### src/rtl/iqf_pkg.sv
package iqf_pkg;
  typedef enum logic [1:0] {
    FS_IDLE = 2'd0,  // deciding what to fetch next
    FS_IREQ = 2'd1,  // instruction read presented
    FS_PREQ = 2'd2,  // next-pointer read presented
    FS_PRSP = 2'd3   // waiting for next-pointer data
  } fetch_st_e;
endpackage

### src/rtl/iqf_credit.sv
module iqf_credit #(
  parameter int DB_W    = 20,
  parameter int INSTR_W = 8
) (
  input  logic            clk,
  input  logic            rst,
  input  logic            add_we,
  input  logic [DB_W-1:0] add_val,
  input  logic            take,
  output logic [DB_W-1:0] pend,
  output logic            pend_ok
);
  logic [DB_W-1:0] add_term;
  logic [DB_W-1:0] sub_term;

  assign add_term = add_we ? add_val : '0;
  assign sub_term = take ? DB_W'(INSTR_W) : '0;
  assign pend_ok  = (pend >= DB_W'(INSTR_W));

  always_ff @(posedge clk) begin
    if (rst) pend <= '0;
    else     pend <= pend + add_term - sub_term;
  end
endmodule

### src/rtl/iqf_inflight.sv
module iqf_inflight #(
  parameter int W = 8
) (
  input  logic         clk,
  input  logic         rst,
  input  logic         inc,
  input  logic         dec,
  output logic [W-1:0] cnt,
  output logic         full
);
  localparam logic [W-1:0] CNT_MAX = '1;

  assign full = (cnt == CNT_MAX);

  always_ff @(posedge clk) begin
    if (rst) begin
      cnt <= '0;
    end else if (inc && !dec) begin
      if (cnt != CNT_MAX) cnt <= cnt + W'(1);
    end else if (dec && !inc) begin
      if (cnt != '0) cnt <= cnt - W'(1);
    end
  end
endmodule

### src/rtl/iqf_cfg_check.sv
module iqf_cfg_check #(
  parameter int SIZE_W = 13,
  localparam int NSEG_W = SIZE_W - 3
) (
  input  logic              clk,
  input  logic              rst,
  input  logic [SIZE_W-1:0] size,
  output logic              err,
  output logic [NSEG_W-1:0] nseg
);
  logic bad_form;

  assign bad_form = (size[2:0] != 3'd1) || (size[SIZE_W-1:3] == '0);

  always_ff @(posedge clk) begin
    if (rst) begin
      err  <= 1'b1;
      nseg <= '0;
    end else begin
      err  <= bad_form;
      nseg <= size[SIZE_W-1:3];
    end
  end
endmodule

### src/rtl/iqf_seg_walk.sv
module iqf_seg_walk
  import iqf_pkg::*;
#(
  parameter int ADDR_W   = 49,
  parameter int LINE_LSB = 6,
  parameter int NSEG_W   = 10,
  localparam int LINE_W  = ADDR_W - LINE_LSB
) (
  input  logic              clk,
  input  logic              rst,
  input  logic              ena,
  input  logic              pend_ok,
  input  logic              blocked,
  input  logic [NSEG_W-1:0] nseg,
  input  logic              saddr_we,
  input  logic [LINE_W-1:0] saddr_line,
  input  logic              req_ready,
  input  logic              rsp_valid,
  input  logic [LINE_W-1:0] rsp_line,
  output logic              req_valid,
  output logic              req_ptr,
  output logic [LINE_W-1:0] cur_line,
  output logic              instr_take
);
  fetch_st_e         st;
  logic [NSEG_W-1:0] idx;
  logic              go;
  logic              seg_done;

  assign go         = ena && pend_ok && !blocked;
  assign seg_done   = (idx >= nseg);
  assign req_valid  = (st == FS_IREQ) || (st == FS_PREQ);
  assign req_ptr    = (st == FS_PREQ);
  assign instr_take = (st == FS_IREQ) && req_ready;

  always_ff @(posedge clk) begin
    if (rst) begin
      st       <= FS_IDLE;
      idx      <= '0;
      cur_line <= '0;
    end else begin
      case (st)
        FS_IDLE: if (go) st <= seg_done ? FS_PREQ : FS_IREQ;
        FS_IREQ: if (req_ready) begin
          st       <= FS_IDLE;
          idx      <= idx + NSEG_W'(1);
          cur_line <= cur_line + LINE_W'(1);
        end
        FS_PREQ: if (req_ready) st <= FS_PRSP;
        FS_PRSP: if (rsp_valid) begin
          st       <= FS_IDLE;
          idx      <= '0;
          cur_line <= rsp_line;
        end
        default: st <= FS_IDLE;
      endcase
      if (saddr_we) begin
        cur_line <= saddr_line;
        idx      <= '0;
      end
    end
  end
endmodule

### src/rtl/iq_chain_fetch.sv
module iq_chain_fetch #(
  parameter int ADDR_W   = 49,
  parameter int LINE_LSB = 6,
  parameter int SIZE_W   = 13,
  parameter int DB_W     = 20,
  parameter int INFL_W   = 8,
  parameter int DATA_W   = 64
) (
  input  logic              clk,
  input  logic              rst,
  input  logic              ena,
  input  logic [SIZE_W-1:0] seg_size,
  input  logic              saddr_we,
  input  logic [ADDR_W-1:0] saddr_wdata,
  input  logic              db_we,
  input  logic [DB_W-1:0]   db_add,
  input  logic              done_pulse,
  output logic              req_valid,
  input  logic              req_ready,
  output logic [ADDR_W-1:0] req_addr,
  output logic              req_is_ptr,
  input  logic              rsp_valid,
  input  logic [DATA_W-1:0] rsp_data,
  output logic [ADDR_W-1:0] fetch_addr,
  output logic [DB_W-1:0]   pend_words,
  output logic [INFL_W-1:0] inflight,
  output logic              cfg_err
);
  localparam int LINE_W  = ADDR_W - LINE_LSB;
  localparam int NSEG_W  = SIZE_W - 3;
  localparam int INSTR_W = 8;

  logic              pend_ok;
  logic              infl_full;
  logic              instr_take;
  logic [NSEG_W-1:0] nseg;
  logic [LINE_W-1:0] cur_line;

  iqf_cfg_check #(.SIZE_W(SIZE_W)) u_cfg (
    .clk(clk), .rst(rst), .size(seg_size), .err(cfg_err), .nseg(nseg)
  );

  iqf_credit #(.DB_W(DB_W), .INSTR_W(INSTR_W)) u_credit (
    .clk(clk), .rst(rst), .add_we(db_we), .add_val(db_add),
    .take(instr_take), .pend(pend_words), .pend_ok(pend_ok)
  );

  iqf_inflight #(.W(INFL_W)) u_infl (
    .clk(clk), .rst(rst), .inc(instr_take), .dec(done_pulse),
    .cnt(inflight), .full(infl_full)
  );

  iqf_seg_walk #(.ADDR_W(ADDR_W), .LINE_LSB(LINE_LSB), .NSEG_W(NSEG_W)) u_walk (
    .clk(clk), .rst(rst), .ena(ena), .pend_ok(pend_ok),
    .blocked(cfg_err || infl_full), .nseg(nseg),
    .saddr_we(saddr_we), .saddr_line(saddr_wdata[ADDR_W-1:LINE_LSB]),
    .req_ready(req_ready), .rsp_valid(rsp_valid),
    .rsp_line(rsp_data[ADDR_W-1:LINE_LSB]),
    .req_valid(req_valid), .req_ptr(req_is_ptr), .cur_line(cur_line),
    .instr_take(instr_take)
  );

  assign fetch_addr = {cur_line, {LINE_LSB{1'b0}}};
  assign req_addr   = fetch_addr;
endmodule

### config.mk
export PLATFORM = sky130hd
export DESIGN_NAME = iq_chain_fetch
export DESIGN_NICKNAME = d
export VERILOG_FILES = /design/src/rtl/iqf_pkg.sv /design/src/rtl/iqf_credit.sv /design/src/rtl/iqf_inflight.sv /design/src/rtl/iqf_cfg_check.sv /design/src/rtl/iqf_seg_walk.sv /design/src/rtl/iq_chain_fetch.sv
export SDC_FILE = /design/constraint.sdc
export NUM_CORES = 1
export LEC_CHECK = 0
export BUFFER_PORTS_ARGS = -buffer_cell sky130_fd_sc_hd__buf_2
export CAP_MARGIN = 20
export CORE_MARGIN = 2
export CORE_UTILIZATION = 51
export CTS_BUF_LIST = sky130_fd_sc_hd__clkbuf_16
export DETAILED_ROUTE_END_ITERATION = 12
export GPL_TIMING_DRIVEN = 0
export PLACE_DENSITY = 0.83
export SLEW_MARGIN = 20
export SYNTH_ARGS = -nofsm -noshare
export SYNTH_HDL_FRONTEND = slang
export SYNTH_HIERARCHICAL = 1
export SYNTH_SLANG_ARGS = --single-unit
### constraint.sdc
create_clock -name clk -period 3.4 [get_ports clk]
set_input_delay 0.34 -clock clk [delete_from_list [all_inputs] [get_ports clk]]
set_output_delay 0.34 -clock clk [all_outputs]
set_load 0.03 [all_outputs]
==> summary.md, run 1 <==
| Metric | Value |
|---|---|
| R2R Setup Slk | 0.22 ns |
| Die H | 128 um |
| Slew Viols, Final | 0 |
| Clock power frac | 15.0% |
| Drt first pass iters | 7 |
| Core Rows | 45 |
| Post-Syn Area per Cell | 7.60 um2 |
| GPL Wtd Cong | 0.999 |
| Commonest cells after routing, fill and taps aside | buf_2 (247), nand2_1 (101), dfxtp_1 (94) |
| Worst Reg-to-Reg Cells | 13 |
| Ys flop type | dfxtp_1 |
| Final setup viols | 0 |
| Max H-tree Level | 3 |
| # IOs | 283 |
| Int Power | 3380 uW |
| Period utilization | 93.4% |
| Die ar. | 16,400 um2 |
| Psw | 3190 uW |
| R2R Path Start | u_walk/st[1] |
| Synth Instances | 1,034 |
| Final Hold Fails | 0 |
| Post-CTS Setup Bufs | 0 |
| Required time worst endpoint | 3.65 ns |
| Setup crit end kind | flop |
| #FFs+latches synth | 94 |
| Worst VDD drop | 0.604 mV |
| Final WL | 26,600 um |
| Initial antenna violation count | 4 |
| Synthesized cell area | 7850 um2 |
| RSZ-0062 raised after global routing | false |
| Worst-Margin Slew | 0.790 ns |
| Initial core utilization | 51.9% |
| Vias in the first global route | 8,077 |
| Num CTS Buffers | 9 |
| WS Path Type | reg -> reg |
| Synth Warn # | 6 |
| CTS tree | yes |
| Hold Path Class | in -> reg |
| PD cells | 681 nW/um2 |
| Fin crit period | 3.18 ns |
| Core box area | 15,100 um2 |
| Grt total ovfl | 0 |
| WP data arrival | 3.43 ns |
| Clock Latency Late Sink | 0.36 ns |
| Startpoint of the worst hold path | saddr_wdata[22] |
| Sequential area share after synthesis | 24.0% |
| Hold EP | u_walk/cur_line[16] |
| Slew headroom | 47.1% |
| Share of the synthesized area in the top cell type | 24.0% |
| Status | finished clean |
| Fillers | 1,347 |
| Die Width | 128 um |
| Leak | 0.00456 uW |
| Area leader, netlist | dfxtp_1 |
| Largest net degree at the start of global routing | 18 |
| Clk_skew | 0.00985 ns |
| Vias post-DR | 8,791 |
| Synth top area cells | dfxtp_1 (24%), ha_1 (9.4%), buf_4 (5.3%) |
| Initial DRC count | 914 |
| Final Util | 63.7% |
| CTS clk-pin slew, worst paths | 0.07 ns |
| Share of layout cells above drive strength 1 | 27.6% |
| Max Cap Viol | 0 |
| Comb power frac | 61.4% |
| CTS root buf | clkbuf_16 |
| Number of buffers added to fix hold violations after cts | 0 |
| Clock tree sinks | 94 |
| Commonest non-fill, non-tap cell in the layout | buf_2 |
| Crit start category | flop |
| First-pass GRT wire length | 40,800 um |
| Async set-reset flop share out of synthesis | 0% |
| EDFF count, synth | 0 |
| Critical path peak fanout | 6 |
| Post-route cell area | 9650 um2 |
| Register share of total power | 23.6% |
| WL per Instance | 17.8 um |
| Unique masters post-synth | 87 |
| Placed Area | 9340 um2 |
| Switching fraction of total power | 48.6% |
| Routed Antenna Nets | 0 |
| Clk buf depth | 2 |
| Via density | 5.88 |
| WHS Path Cells | 3 |
| Drc violations | 0 |
| Detailed placement HPWL | 20,600 um |
| Reg2Reg Capture Point | u_credit/pend[18] |
| Timing-limited maximum frequency | 315 MHz |
| Nets | 1,513 |
| I/O Buffers | 242 |
| Total track usage | 31.5% |
| Area grow syn2layout | 22.9% |
-- kinds of logic (layout without fill, tap and decap cells) --
kind of cell / after synthesis / after routing / synth area share [%]
other: 1 / 15 / 0.0477
and+or+nand+nor: 395 / 395 / 26.3
adders and majority gates: 61 / 61 / 9.91
xor gates and xnor gates: 40 / 40 / 4.46
AOI/OAI and AO/OA: 227 / 227 / 20.3
DFF: 94 / 94 / 24.0
buffers and inverters: 196 / 454 / 12.4
muxes: 20 / 20 / 2.64
-- sequential cells by signal, indices dropped and copies added, names as in the netlist --
register	cells
u_infl/cnt	8
u_cfg/nseg	10
u_cfg/err	1
u_walk/st	2
u_credit/pend	20
u_walk/cur_line	43
u_walk/idx	10
-- critical path, stage by stage, from the launching register on --
cell and delay, ns:
dfxtp_1 0.35, inv_1 0.08, ha_1 0.27, nand2_2 0.12, inv_2 0.10, fa_1 0.56
inv_1 0.05, ha_1 0.33, o211ai_1 0.20, a21oi_2 0.08, o2111ai_4 0.25, nand2_2 0.13
a41oi_2 0.22, mux2_4 0.32
-- through the flow --
step / hold WS [ns] / TNS [ns] / power, uW / std cells / worst slack [ns]
2_1_floorplan: 0.449 / 0 / 4540 / 1045 / 0.401
3_3_place_gp: 0.499 / -0.462 / 5410 / 1475 / -0.230
3_5_place_dp: 0.512 / -1.17 / 5490 / 1475 / -0.331
4_1_cts: 0.183 / 0 / 6510 / 1491 / 0.0371
5_1_grt: 0.199 / 0 / 7030 / 1493 / 0.0192
6_report: 0.189 / 0 / 6570 / 1494 / 0.223
-- cell type report --
type                       count  area, um2  share of cell area [%]
sequential                    94       1880                    19.5
tap                          188        235                    2.44
antenna                        3       7.51                  0.0778
clock inverter                 7       56.3                   0.583
buffer                       104        632                    6.55
multi-input combinational    755       5060                    52.4
timing repair buffer         242       1210                    12.5
inverter                      92        345                    3.58
clock buffer                   9        225                    2.33
-- layer usage --
metal | share of wire, % | track usage (%) | vias to the layer above
met5 | 0.026 | 0 | -
met4 | 4.1 | 15.1 | 2
met3 | 10 | 7.22 | 90
met2 | 48 | 55.0 | 525
met1 | 38 | 36.5 | 4006
li1 | - | - | 4168
-- how the worst max path moves through the flow --
stage / start / to / slack (ns) / depth (start not counted)
finish: u_walk/st[1] / u_credit/pend[18] / 0.22 / 13
global route: u_walk/st[1] / u_credit/pend[18] / 0.02 / 13
CTS: db_we / u_credit/pend[18] / 0.04 / 13
detailed placement: db_we / u_credit/pend[18] / -0.33 / 13
global placement: db_we / u_credit/pend[18] / -0.23 / 13
floorplan: db_we / u_credit/pend[18] / 0.40 / 12
-- power by group through the flow --
stage          registers [uW]  clock network [uW]  logic (uW)
2_1_floorplan            1850                   0        2680
3_3_place_gp             1570                   0        3840
3_5_place_dp             1570                   0        3920
4_1_cts                  1550                1010        3950
5_1_grt                  1580                1040        4410
6_report                 1550                 989        4040
-- cell usage after synthesis (all sizes together), types with 7 or more instances --
cell    number
a211oi       9
a21o        10
a21oi       65
a221o        8
a221oi      12
a31oi        8
and3        11
and4         7
buf         66
clkbuf      38
dfxtp       94
ha          59
inv         91
mux2i       17
nand2      103
nand2b      12
nand3       32
nand3b      12
nand4       31
nor2        82
nor2b       25
nor3        29
nor4        25
o211ai       9
o21ai       32
or3          7
xnor2       20
xor2        20
-- timing repair --
action	4_1_cts	5_1_grt
resized for setup	0	4
endpoints found under the setup margin	0	4
hold endpoints to repair	0	0
Power figures use the tool's default switching activity.
==> inputs of run 2 (changes only) <==
- clock period: 3.4 -> 3.2 ns (I/O delays scaled with it)
==> run 2 against run 1 <==
Effect of this change: sequential power is 6% higher; routed wire length barely moved; via count is 0.39% higher; largest cell class unchanged; non-clock buffer count stayed put; total power rose by 6.1%; die area unchanged.
==> summary.md, run 2 (same netlist as run 1, synthesis figures left out) <==
| Metric | Value |
|---|---|
| Drc violations | 0 (unchanged) |
| Grt total ovfl | 0 (unchanged) |
| Critical path peak fanout | 6 (unchanged) |
| Detailed placement HPWL | 20,600 um (unchanged) |
| Setup crit end kind | flop |
| Slew headroom | 44.8% (-2.3 points) |
| Nets | 1,513 (unchanged) |
| Share of layout cells above drive strength 1 | 27.8% (+0.23 points) |
| Clock Latency Late Sink | 0.36 ns (about the same) |
| Drt first pass iters | 8 (+1) |
| Die Width | 128 um (unchanged) |
| Top reg by flops | u_walk/cur_line |
| Period utilization | 94.8% (+1.3 points) |
| Core Rows | 45 (unchanged) |
| Worst-Margin Slew | 0.825 ns (+0.0346 ns) |
| Fillers | 1,352 (+0.37%) |
| CTS root buf | clkbuf_16 |
| Setup TNS | 0 ns (unchanged) |
| Top flop regs | u_walk/cur_line (43), u_credit/pend (20) |
| WL per Instance | 17.9 um (about the same) |
| Final Hold Fails | 0 (unchanged) |
| Crit start category | flop |
| Area of the multi-input gates | 5050 um2 (about the same) |
| Register Area | 1880 um2 (unchanged) |
| Area grow syn2layout | 22.9% (about the same) |
| Clock tree sinks | 94 (unchanged) |
| WP data arrival | 3.28 ns (-0.15 ns) |
| Initial DRC count | 943 (+3.2%) |
| Clk buf depth | 2 (unchanged) |
| CTS clk-pin slew, worst paths | 0.07 ns (about the same) |
| Commonest cells after routing, fill and taps aside | buf_2 (248), nand2_1 (101), dfxtp_1 (94) |
| Slew Viols, Final | 0 (unchanged) |
| Fin crit period | 3.03 ns (-0.144 ns) |
| Largest net degree at the start of global routing | 18 (unchanged) |
| Timing-limited maximum frequency | 330 MHz (+4.8%) |
| Final WL | 26,700 um (about the same) |
| Core box area | 15,100 um2 (unchanged) |
| Commonest non-fill, non-tap cell in the layout | buf_2 |
| Initial antenna violation count | 4 (unchanged) |
| Max H-tree Level | 3 (unchanged) |
| Max Cap Viol | 0 (unchanged) |
| Num CTS Buffers | 9 (unchanged) |
| CTS tree | yes |
| Die ar. | 16,400 um2 (unchanged) |
| Hold Path Class | in -> reg |
| Routed Antenna Nets | 0 (unchanged) |
| Die H | 128 um (unchanged) |
| RSZ-0062 raised after global routing | true |
| Required time worst endpoint | 3.45 ns (-0.20 ns) |
| Vias in the first global route | 8,083 (+0.074%) |
| Cells after DPL | 1,475 (unchanged) |
| Worst VDD drop | 0.637 mV (+5.5%) |
| Finished Layout Cells | 1,494 (unchanged) |
| R2R Setup Slk | 0.17 ns (-0.06 ns) |
| I/O Buffers | 242 (unchanged) |
| Final setup viols | 0 (unchanged) |
| # IOs | 283 (unchanged) |
| WS Path Type | reg -> reg |
| PD cells | 723 nW/um2 (+6.1%) |
| Via density | 5.91 (+0.39%) |
| Total track usage | 31.5% (about the same) |
| Max reg flops | 43 (unchanged) |
| First-pass GRT wire length | 40,800 um (about the same) |
| Status | finished clean |
| Vias post-DR | 8,825 (+0.39%) |
| GPL Wtd Cong | 0.999 (unchanged) |
| Clk_skew | 0.0112 ns (+0.00138 ns) |
| Initial core utilization | 51.9% (unchanged) |
| Leak | 0.00456 uW (about the same) |
run 2: cell count changes in the layout (fill, tap and decap cells not counted), sizes merged:
cell and change:
buf +2, clkbuf -2
run 2: timing repair:
item,CTS,global route
buffers inserted,1,0
pin swaps,1,1
gates resized for setup,2,3
setup endpoints to repair,2,7
hold endpoints to repair,0,0
hold buffers,0,0
run 2: critical path: stages (launching register included):
cell,delay (ns)
dfxtp_1,0.36
inv_1,0.09
ha_2,0.22
nand2_2,0.09
inv_2,0.10
fa_1,0.56
inv_1,0.05
ha_1,0.33
o211ai_1,0.20
a21oi_2,0.07
o2111ai_2,0.21
nand2_2,0.13
a41oi_2,0.19
mux2_4,0.32
run 2: final timing paths:
check | from | end | cells past startpoint
worst min register to register | u_walk/idx[6] | u_walk/idx[6] | 2
worst max register to register | u_walk/st[1] | u_credit/pend[18] | 13
worst min-delay path | saddr_wdata[22] | u_walk/cur_line[16] | 3
worst max-delay path | u_walk/st[1] | u_credit/pend[18] | 13
run 2: metrics by stage:
stage	worst slack, ns	hold WS [ns]	utilization [%]	power (uW)	area [um2]
after floorplan	0.221	0.429	-	4820	7900
after global placement	-0.410	0.499	61.7	5750	9340
after detailed placement	-0.511	0.512	61.7	5830	9340
after CTS	0.0244	0.163	63.6	6920	9630
after global routing	-0.0172	0.179	63.7	7470	9650
final	0.167	0.171	63.7	6970	9650
run 2: report_power, final:
group,switching (uW),internal (uW),leakage (uW),total (uW)
clock network,513,537,0.000137,1050
registers,255,1390,0.000776,1650
logic,2610,1670,0.00365,4280
run 2: metal layers:
layer  vias up  wire, um  GRT usage [%]  share of wire (%)
met1      4003     10100           36.7                 38
met3       102      2770           6.97                 10
met2       552     12600           54.4                 47
li1       4166         -              -                  -
met4         2      1230           15.9                4.6
met5         -         7              0              0.026
run 2: cell type report:
type                       count  area share (%)
clock buffer                   9            2.33
tap                          188            2.44
antenna                        3          0.0778
multi-input combinational    755            52.4
buffer                       103            6.51
timing repair buffer         243            12.6
inverter                      92            3.58
clock inverter                 7           0.583
sequential                    94            19.5
